==> config.mk <==
export PLATFORM = sky130hd
export DESIGN_NAME = ovl_list_seq
export DESIGN_NICKNAME = d
export VERILOG_FILES = /design/src/rtl/ovl_pkg.sv /design/src/rtl/ovl_rst_sync.sv /design/src/rtl/ovl_ptr_bank.sv /design/src/rtl/ovl_hdr_regs.sv /design/src/rtl/ovl_seq_fsm.sv /design/src/rtl/ovl_list_seq.sv
export SDC_FILE = /design/constraint.sdc
export NUM_CORES = 1
export LEC_CHECK = 0
export BUFFER_PORTS_ARGS = -buffer_cell sky130_fd_sc_hd__buf_2
export CAP_MARGIN = 20
export CORE_MARGIN = 4
export CORE_UTILIZATION = 49
export CTS_CLUSTER_SIZE = 40
export DETAILED_ROUTE_END_ITERATION = 16
export PLACE_DENSITY = 0.76
export SYNTH_ARGS = -nofsm -noshare
export SYNTH_HDL_FRONTEND = slang
export SYNTH_SLANG_ARGS = --single-unit
==> constraint.sdc <==
create_clock -name clk -period 4.69 [get_ports clk]
set_input_delay 0.2345 -clock clk [delete_from_list [all_inputs] [get_ports clk]]
set_output_delay 0.2345 -clock clk [all_outputs]
set_load 0.005 [all_outputs]
==> src/rtl/ovl_pkg.sv <==
package ovl_pkg;

  typedef enum logic [2:0] {
    ST_IDLE      = 3'd0,
    ST_LOAD_HDR  = 3'd1,
    ST_WAIT_LINE = 3'd2,
    ST_FETCH     = 3'd3,
    ST_DONE      = 3'd4
  } ovl_state_e;

  localparam int HDR_BEATS  = 4;
  localparam int BEAT_W     = 32;
  localparam int BEAT_IDX_W = $clog2(HDR_BEATS);
  localparam int BEAT_BYTES = BEAT_W / 8;
  localparam int BYTE_SH    = $clog2(BEAT_BYTES);

  // bit positions inside the header beats
  localparam int SLINE_LSB  = 0;
  localparam int ELINE_LSB  = 16;
  localparam int SPX_LSB    = 0;
  localparam int EPX_LSB    = 16;
  localparam int LAST_BIT   = 31;

endpackage

==> src/rtl/ovl_rst_sync.sv <==
module ovl_rst_sync (
  input  logic clk,
  input  logic rst_n,
  output logic rst_sync_n
);

  logic stage_q;
  logic out_q;

  always_ff @(posedge clk or negedge rst_n) begin
    if (!rst_n) begin
      stage_q <= 1'b0;
      out_q   <= 1'b0;
    end else begin
      stage_q <= 1'b1;
      out_q   <= stage_q;
    end
  end

  assign rst_sync_n = out_q;

endmodule

==> src/rtl/ovl_ptr_bank.sv <==
module ovl_ptr_bank #(
  parameter int AW         = 24,
  parameter int NUM_FIELDS = 2,
  localparam int FIELD_W   = (NUM_FIELDS > 1) ? $clog2(NUM_FIELDS) : 1
) (
  input  logic               clk,
  input  logic               rst_n,
  input  logic               wr_en,
  input  logic [FIELD_W-1:0] wr_sel,
  input  logic [AW-1:0]      wr_ptr,
  input  logic [FIELD_W-1:0] rd_sel,
  output logic [AW-1:0]      rd_ptr
);

  logic [AW-1:0] ptr_q [NUM_FIELDS];

  // staged pointers: the sequencer samples them only on a field start
  for (genvar f = 0; f < NUM_FIELDS; f++) begin : g_field
    logic load_en;
    assign load_en = wr_en && (wr_sel == FIELD_W'(f));

    always_ff @(posedge clk or negedge rst_n) begin
      if (!rst_n) begin
        ptr_q[f] <= '0;
      end else if (load_en) begin
        ptr_q[f] <= wr_ptr;
      end
    end
  end

  assign rd_ptr = ptr_q[rd_sel];

endmodule

==> src/rtl/ovl_hdr_regs.sv <==
module ovl_hdr_regs
  import ovl_pkg::*;
#(
  parameter int AW     = 24,
  parameter int LINE_W = 10,
  parameter int PIX_W  = 12
) (
  input  logic                  clk,
  input  logic                  rst_n,
  input  logic                  beat_acc,
  input  logic [BEAT_IDX_W-1:0] beat_idx,
  input  logic [BEAT_W-1:0]     beat_data,
  output logic [LINE_W-1:0]     start_line,
  output logic [LINE_W-1:0]     end_line,
  output logic [PIX_W-1:0]      start_px,
  output logic [PIX_W-1:0]      end_px,
  output logic [AW-1:0]         bm_addr,
  output logic [AW-1:0]         next_ptr,
  output logic                  last_flag
);

  logic [HDR_BEATS-1:0][BEAT_W-1:0] raw_q;
  logic                             hdr_unused;

  for (genvar b = 0; b < HDR_BEATS; b++) begin : g_beat
    logic cap_en;
    assign cap_en = beat_acc && (beat_idx == BEAT_IDX_W'(b));

    always_ff @(posedge clk or negedge rst_n) begin
      if (!rst_n) begin
        raw_q[b] <= '0;
      end else if (cap_en) begin
        raw_q[b] <= beat_data;
      end
    end
  end

  assign start_line = raw_q[0][SLINE_LSB +: LINE_W];
  assign end_line   = raw_q[0][ELINE_LSB +: LINE_W];
  assign start_px   = raw_q[1][SPX_LSB +: PIX_W];
  assign end_px     = raw_q[1][EPX_LSB +: PIX_W];
  assign bm_addr    = raw_q[2][AW-1:0];
  assign next_ptr   = raw_q[3][AW-1:0];
  assign last_flag  = raw_q[3][LAST_BIT];

  // reserved header bits are stored but carry no meaning
  assign hdr_unused = ^raw_q;

endmodule

==> src/rtl/ovl_seq_fsm.sv <==
module ovl_seq_fsm
  import ovl_pkg::*;
#(
  parameter int AW = 24
) (
  input  logic                  clk,
  input  logic                  rst_n,
  input  logic                  field_start,
  input  logic [AW-1:0]         field_ptr,
  input  logic                  rd_ready,
  input  logic                  line_hit,
  input  logic                  fetch_ready,
  input  logic                  last_flag,
  input  logic [AW-1:0]         next_ptr,
  output logic                  rd_valid,
  output logic [AW-1:0]         rd_addr,
  output logic                  beat_acc,
  output logic [BEAT_IDX_W-1:0] beat_idx,
  output logic                  fetch_valid
);

  localparam int OFS_W = BEAT_IDX_W + BYTE_SH;
  localparam logic [BEAT_IDX_W-1:0] LAST_BEAT = BEAT_IDX_W'(HDR_BEATS - 1);

  ovl_state_e            state_q, state_d;
  logic [BEAT_IDX_W-1:0] beat_q, beat_d;
  logic [AW-1:0]         base_q, base_d;
  logic                  fetch_acc;

  assign rd_valid    = (state_q == ST_LOAD_HDR);
  assign fetch_valid = (state_q == ST_FETCH);
  assign beat_acc    = rd_valid && rd_ready && !field_start;
  assign fetch_acc   = fetch_valid && fetch_ready && !field_start;
  assign beat_idx    = beat_q;
  assign rd_addr     = base_q + AW'({beat_q, {BYTE_SH{1'b0}}} & {OFS_W{1'b1}});

  always_comb begin
    state_d = state_q;
    beat_d  = beat_q;
    base_d  = base_q;
    if (field_start) begin
      state_d = ST_LOAD_HDR;
      beat_d  = '0;
      base_d  = field_ptr;
    end else begin
      unique case (state_q)
        ST_LOAD_HDR: begin
          if (beat_acc) begin
            if (beat_q == LAST_BEAT) begin
              state_d = ST_WAIT_LINE;
            end else begin
              beat_d = beat_q + 1'b1;
            end
          end
        end
        ST_WAIT_LINE: begin
          if (line_hit) begin
            state_d = ST_FETCH;
          end
        end
        ST_FETCH: begin
          if (fetch_acc) begin
            if (last_flag) begin
              state_d = ST_DONE;
            end else begin
              state_d = ST_LOAD_HDR;
              beat_d  = '0;
              base_d  = next_ptr;
            end
          end
        end
        ST_IDLE, ST_DONE: begin
          state_d = state_q;
        end
        default: begin
          state_d = ST_IDLE;
        end
      endcase
    end
  end

  always_ff @(posedge clk or negedge rst_n) begin
    if (!rst_n) begin
      state_q <= ST_IDLE;
      beat_q  <= '0;
      base_q  <= '0;
    end else begin
      state_q <= state_d;
      beat_q  <= beat_d;
      base_q  <= base_d;
    end
  end

endmodule

==> src/rtl/ovl_list_seq.sv <==
module ovl_list_seq
  import ovl_pkg::*;
#(
  parameter int AW         = 24,
  parameter int LINE_W     = 10,
  parameter int PIX_W      = 12,
  parameter int NUM_FIELDS = 2,
  localparam int FIELD_W   = (NUM_FIELDS > 1) ? $clog2(NUM_FIELDS) : 1
) (
  input  logic               clk,
  input  logic               rst_n,
  input  logic               host_we,
  input  logic [FIELD_W-1:0] host_field,
  input  logic [AW-1:0]      host_ptr,
  input  logic               field_start,
  input  logic [FIELD_W-1:0] field_id,
  input  logic [LINE_W-1:0]  disp_line,
  output logic               rd_valid,
  output logic [AW-1:0]      rd_addr,
  input  logic               rd_ready,
  input  logic [BEAT_W-1:0]  rd_data,
  output logic               fetch_valid,
  output logic [AW-1:0]      fetch_addr,
  output logic [LINE_W-1:0]  fetch_start_line,
  output logic [LINE_W-1:0]  fetch_end_line,
  output logic [PIX_W-1:0]   fetch_start_px,
  output logic [PIX_W-1:0]   fetch_end_px,
  input  logic               fetch_ready
);

  logic                  rst_sync_n;
  logic [AW-1:0]         field_ptr;
  logic [AW-1:0]         next_ptr;
  logic                  last_flag;
  logic                  line_hit;
  logic                  beat_acc;
  logic [BEAT_IDX_W-1:0] beat_idx;

  ovl_rst_sync u_rst_sync (
    .clk        (clk),
    .rst_n      (rst_n),
    .rst_sync_n (rst_sync_n)
  );

  ovl_ptr_bank #(
    .AW         (AW),
    .NUM_FIELDS (NUM_FIELDS)
  ) u_ptr_bank (
    .clk    (clk),
    .rst_n  (rst_sync_n),
    .wr_en  (host_we),
    .wr_sel (host_field),
    .wr_ptr (host_ptr),
    .rd_sel (field_id),
    .rd_ptr (field_ptr)
  );

  ovl_hdr_regs #(
    .AW     (AW),
    .LINE_W (LINE_W),
    .PIX_W  (PIX_W)
  ) u_hdr_regs (
    .clk        (clk),
    .rst_n      (rst_sync_n),
    .beat_acc   (beat_acc),
    .beat_idx   (beat_idx),
    .beat_data  (rd_data),
    .start_line (fetch_start_line),
    .end_line   (fetch_end_line),
    .start_px   (fetch_start_px),
    .end_px     (fetch_end_px),
    .bm_addr    (fetch_addr),
    .next_ptr   (next_ptr),
    .last_flag  (last_flag)
  );

  assign line_hit = (disp_line >= fetch_start_line);

  ovl_seq_fsm #(
    .AW (AW)
  ) u_fsm (
    .clk         (clk),
    .rst_n       (rst_sync_n),
    .field_start (field_start),
    .field_ptr   (field_ptr),
    .rd_ready    (rd_ready),
    .line_hit    (line_hit),
    .fetch_ready (fetch_ready),
    .last_flag   (last_flag),
    .next_ptr    (next_ptr),
    .rd_valid    (rd_valid),
    .rd_addr     (rd_addr),
    .beat_acc    (beat_acc),
    .beat_idx    (beat_idx),
    .fetch_valid (fetch_valid)
  );

endmodule

## Word level (Yosys, flattened, before mapping)

Cells that the tools add are included.

| word-level totals | value |
|---|---|
| input port bits | 74 |
| output and inout port bits | 94 |
| logic and storage cells | 72 |
| flip-flop bits (word level) | 189 |

| cells by class | value |
|---|---|
| order comparisons | 2 |
| add/subtract/negate cells | 2 |
| multiplexer cells | 20 |
| bitwise operators | 2 |
| equal/unequal tests | 15 |
| reductions and logical operators | 20 |

Operators by type and width:

| kind | count |
|---|---|
| two-way mux 24 bit | 7 |
| adder 24 x 4 -> 24 bit | 1 |
| two-way mux 3 bit | 6 |
| != test 3 bit (second input constant) | 6 |
| one-hot mux 3 bit (4 select lines) | 1 |
| greater-or-equal comparator 10 bit | 1 |
| logical AND 1 bit | 10 |
| two-way mux 2 bit | 5 |
| AND reduction 5 bit | 2 |
| equality test 3 x 2 -> 1 bit (second input constant) | 2 |
| equality test 2 bit (second input constant) | 2 |
| != test 2 bit (second input constant) | 2 |
| one-hot mux 2 bit (2 select lines) | 1 |
| nonzero test 2 bit | 2 |
| equality test 3 x 1 -> 1 bit (second input constant) | 1 |
| equality test 3 bit (second input constant) | 1 |
| zero test 3 bit | 1 |
| AND reduction 3 bit | 1 |
| nonzero test 3 bit | 1 |
| adder 2 x 1 -> 2 bit (second input constant) | 1 |
| equality test 2 x 1 -> 1 bit (second input constant) | 1 |
| greater-or-equal comparator 2 bit (second input constant) | 1 |
| zero test 2 bit | 1 |
| inverter 1 -> 2 bit | 1 |
| 3 further kinds | 3 |

## Longest topological paths before layout

| logic depth | value |
|---|---|
| depth in word-level cells | 6 |
| mapped depth | 8 |
| depth with buffers taken out | 7 |

## Hierarchy

From an unflattened synthesis, not the netlist that was laid out.

| unflattened totals | value |
|---|---|
| cell total of the unflattened synthesis | 564 |
| area total of the unflattened synthesis | 7,903.8 um^2 |

Modules (own cells, without submodules):

| module | instances | area an instance (um^2) | cells each | sequential area each (um^2) |
|---|---|---|---|---|
| ovl_hdr_regs | 1 | 3,459.6 | 198 | 2,327.2 |
| ovl_ptr_bank | 1 | 2,270.9 | 130 | 1,201.2 |
| ovl_seq_fsm | 1 | 1,868.0 | 200 | 725.7 |
| ovl_list_seq | 1 | 251.5 | 33 | 0.0 |
| ovl_rst_sync | 1 | 53.8 | 3 | 50.0 |

## Worst setup path before layout

OpenSTA, ideal clock, no wires.

| path | value |
|---|---|
| path type | register -> output |
| start point | reg u_fsm.beat_q[0], in the netlist u_fsm.beat_idx[0] |
| end point | out rd_addr[18] |
| path slack | 2.417 ns |
| arrival time | 2.039 ns |
| stages on the path, launching flop included | 8 |
| cell sequence | dfrtp_1 > ha_1 > inv_1 > fa_1 > nand4b_1 > nor4_1 > nand4_1 > xnor2_1 |

| on the way | value |
|---|---|
| longest elaborated chain between the ends | 1 |

RTL lines:

| element | line | RTL |
|---|---|---|
| start: declaration | ovl_seq_fsm.sv:26 | `logic [BEAT_IDX_W-1:0] beat_q, beat_d;` |
| start signal: assignment | ovl_seq_fsm.sv:89 | `beat_q <= beat_d;` |
| adder 24 x 4 -> 24 bit | ovl_seq_fsm.sv:35 | `assign rd_addr = base_q + AW'({beat_q, {BYTE_SH{1'b0}}} & {OFS_W{1'b1}});` |
| end: declaration | ovl_list_seq.sv:19 | `output logic [AW-1:0] rd_addr,` |

Every way passes these cells.

## Worst setup path after layout

| path | value |
|---|---|
| start point | reg u_fsm.beat_q[0], in the netlist u_fsm.beat_idx[0] |
| end point | out rd_addr[20] |

The elaborated chain is that of the path after synthesis.

==> impl_metrics.toml <==
[setup_path]
end_kind = "output port"
reg2reg_depth = 4
r2r-start = "u_fsm.state_q[0]"
cp-startpoint = "u_fsm.beat_idx[0]"
rrSetupSlack_ns = 2.67
worstSetupEndpoint = "rd_addr[20]"
r2r-end = "u_hdr_regs.end_line[9]"
crit_type = "flip-flop to output port"
cp_max_fo = 6
cp.required_ns = 4.46
critPathArrivalTime_ns = 2.97
startpoint_type = "flip-flop"

[synthesis]
muxShareOfSynthArea_pct = 25.94
yosys_warnings = 0
yosysMostFrequentCell = "dfrtp_1"
synth_compound_area_share_pct = 4.168
syn-num-nets = 690
synth_fa_ha_area_share_pct = 2.789
netlist.area_leader.share_pct = 54.52
synthCells = 599
syn_area_mm2 = 0.007895
synth_top_family_by_area = "multiplexers"
synth_area_leaders = "dfrtp_1 (55%), mux2_2 (12%), mux2_4 (10%)"
avgSynthCellArea_um2 = 13.18
yosys-top-cells-count = "dfrtp_1 (172), mux2_2 (81), nand2_1 (58)"
synth-simple-area-share_pct = 7.005
seq_area_frac_synth_pct = 54.52
synthArstFlopShare_pct = 100.0
synth_xor_xnor_area_share_pct = 2.219
synth_edf_count = 0
synth-main-ff-cell = "dfrtp_1"
synth_top_area_cell = "dfrtp_1"
synth_cell_type_count = 43
ys_seq_elements = 172

[detailed_routing]
via_per_inst = 5.240
firstDrtPassIters = 5
num_vias = 5156
drt_iter0_markers = 290
wirelength_um = 17810
ant_nets = 0
remaining_drc_errors = 0
post_drt_wl_per_cell_um = 18.10

[cts]
cts_tree = "yes"
ctsResizeCount = 0
ctsRootBufferMaster = "clkbuf_16"
htree_levels = 4
post_cts_buffers = 0
clock-sinks = 172
cts_buffer_depth = 2
cts_hold_buffers = 1
clkSlewWorstSetupHoldPaths_ns = 0.06
numCtsBuffers = 17
clkLatencyLatePin_ns = 0.42

[cells_and_area]
area_growth_syn_to_layout_pct = 20.44
diodes = 0
layout-drive-gt1-share_pct = 44.92
nets = 847

[die]
core-area_mm2 = 0.01583
floorplan.initialDensity_pct = 49.88
num_io_pins = 168
die_w_um = 134.9
die_area_mm2 = 0.01821
rows = 46
fp.dieH_um = 134.9

[global_routing]
grtUsageTotal_pct = 20.15
grt_max_degree = 89
grt_overflow = 0
grt_pass1_wl_um = 29010
antenna_found_initial = 3
grt_pass1_vias = 5580

[pwr]
power_density_mw_per_mm2 = 556.7
power_mw = 5.294
vdd_drop_max_mv = 0.3056
p_leak_nw = 4.711

[timing]
clock-skew-final_ns = 0.009638
rsz0062_at_grt = "no"
max_freq_mhz = 312.2
finalHoldViolCount = 0
finalSetupViolations = 0
drv_slew = 0
max-slew-margin-rel_pct = 33.30
worst_slew_pin_slew_ns = 1.001
fin_tns_setup_ns = 0
finalCritPeriodShare_pct = 68.30
period_minus_slack_ns = 3.203

[min_path]
min_from = "rd_data[26]"
hold_path.class = "input pin to flip-flop"

[placement]
place_congestion = 0.8136
io_buffers = 164
hpwl_um = 12770

[job]
cap_violations = 0

[status]
status = "finished clean"
-- worst min-delay path by stage --
stage                             to  slack (ns)  cells past startpoint
6_report       u_hdr_regs.end_px[10]        0.03                      2
2_1_floorplan  u_rst_sync.rst_sync_n       -0.06                      0
3_3_place_gp      u_rst_sync.stage_q        0.02                      1
5_1_grt        u_hdr_regs.end_px[10]        0.02                      2
3_5_place_dp      u_rst_sync.stage_q        0.02                      1
4_1_cts        u_hdr_regs.end_px[10]        0.01                      2
-- critical path, stage by stage, from the launching register on --
cell	delay [ns]
dfrtp_1	0.43
ha_1	0.20
inv_1	0.05
fa_1	0.43
nand4b_1	0.26
nor4_1	0.66
nand3_1	0.20
xnor2_1	0.18
buf_2	0.14
-- metal layers --
metal / vias up / wire, um / part of all wire [%] / track usage [%]
li1: 2393 / - / - / -
met1: 2580 / 7735 / 43 / 26.68
met2: 140 / 8662 / 49 / 32.38
met3: 37 / 936 / 5.3 / 4.881
met4: 6 / 439 / 2.5 / 7.783
met5: - / 33 / 0.19 / 0
-- cells by family (layout without fill, tap and decap cells) --
logic type / Yosys count / count (layout)
flops: 172 / 172
mux: 167 / 167
simple gates: 109 / 109
compound gates: 62 / 62
buf+inv: 51 / 220
xor+xnor: 20 / 20
fa+ha+maj: 17 / 17
other cells: 1 / 1
-- registers in the layout (all words and copies together) (netlist names) --
register / flops
u_rst_sync.stage_q: 1
u_hdr_regs.start_px: 12
u_hdr_regs.next_ptr: 24
u_hdr_regs.start_line: 10
u_hdr_regs.last_flag: 1
u_ptr_bank.ptr_q: 48
u_rst_sync.rst_sync_n: 1
u_fsm.base_q: 24
u_hdr_regs.end_line: 10
u_hdr_regs.end_px: 12
u_fsm.state_q: 3
u_hdr_regs.bm_addr: 24
u_fsm.beat_idx: 2
-- area by class of cell --
type / count / area [um2]
Timing Repair Buffer: 170 / 933.4
Inverter: 19 / 71.32
Sequential cell: 172 / 4308
Tap cell: 216 / 270.3
Fill cell: 1274 / 6319
Clock buffer: 18 / 429.2
Clock inverter: 13 / 150.1
Multi-Input combinational cell: 376 / 3347
-- where the power goes --
group / leakage [nW] / switching (mW) / total (mW) / internal [mW]
clock: 0.289 / 0.554 / 1.38 / 0.829
combinational: 2.34 / 0.611 / 1.53 / 0.918
sequential: 2.08 / 0.378 / 2.38 / 2.00
-- cell usage in the layout (no fill, tap or decap), drive strengths merged, types with 2 or more instances in the layout --
master  synthesis  final
nand3b          2      2
mux2i          25     25
o21ai          49     49
ha             16     16
bufinv          0      3
and3            2      2
inv            19     20
a21oi           5      5
nand2b          4      4
xnor2          16     16
dfrtp         172    172
clkbuf         12     18
nor3            5      5
mux2          142    142
xor2            4      4
nor4            3      3
nor2           10     10
nand2          62     62
nand3           8      8
buf            20    169
a31oi           4      4
nand4           8      8
clkinv          0      8
-- stage by stage --
step | instance area (um2) | hold slack [ns] | cells | util, % | setup WS (ns)
after floorplan | 7896 | -0.06109 | 599 | - | 1.847
after global placement | 8845 | 0.02096 | 949 | 55.88 | 2.004
after detailed placement | 8845 | 0.02131 | 949 | 55.88 | 1.851
after CTS | 9434 | 0.01402 | 981 | 59.60 | 1.404
after global routing | 9509 | 0.02189 | 984 | 60.08 | 1.282
final | 9509 | 0.03005 | 984 | 60.08 | 1.487
Note: power is estimated with default switching activity, not from simulation.
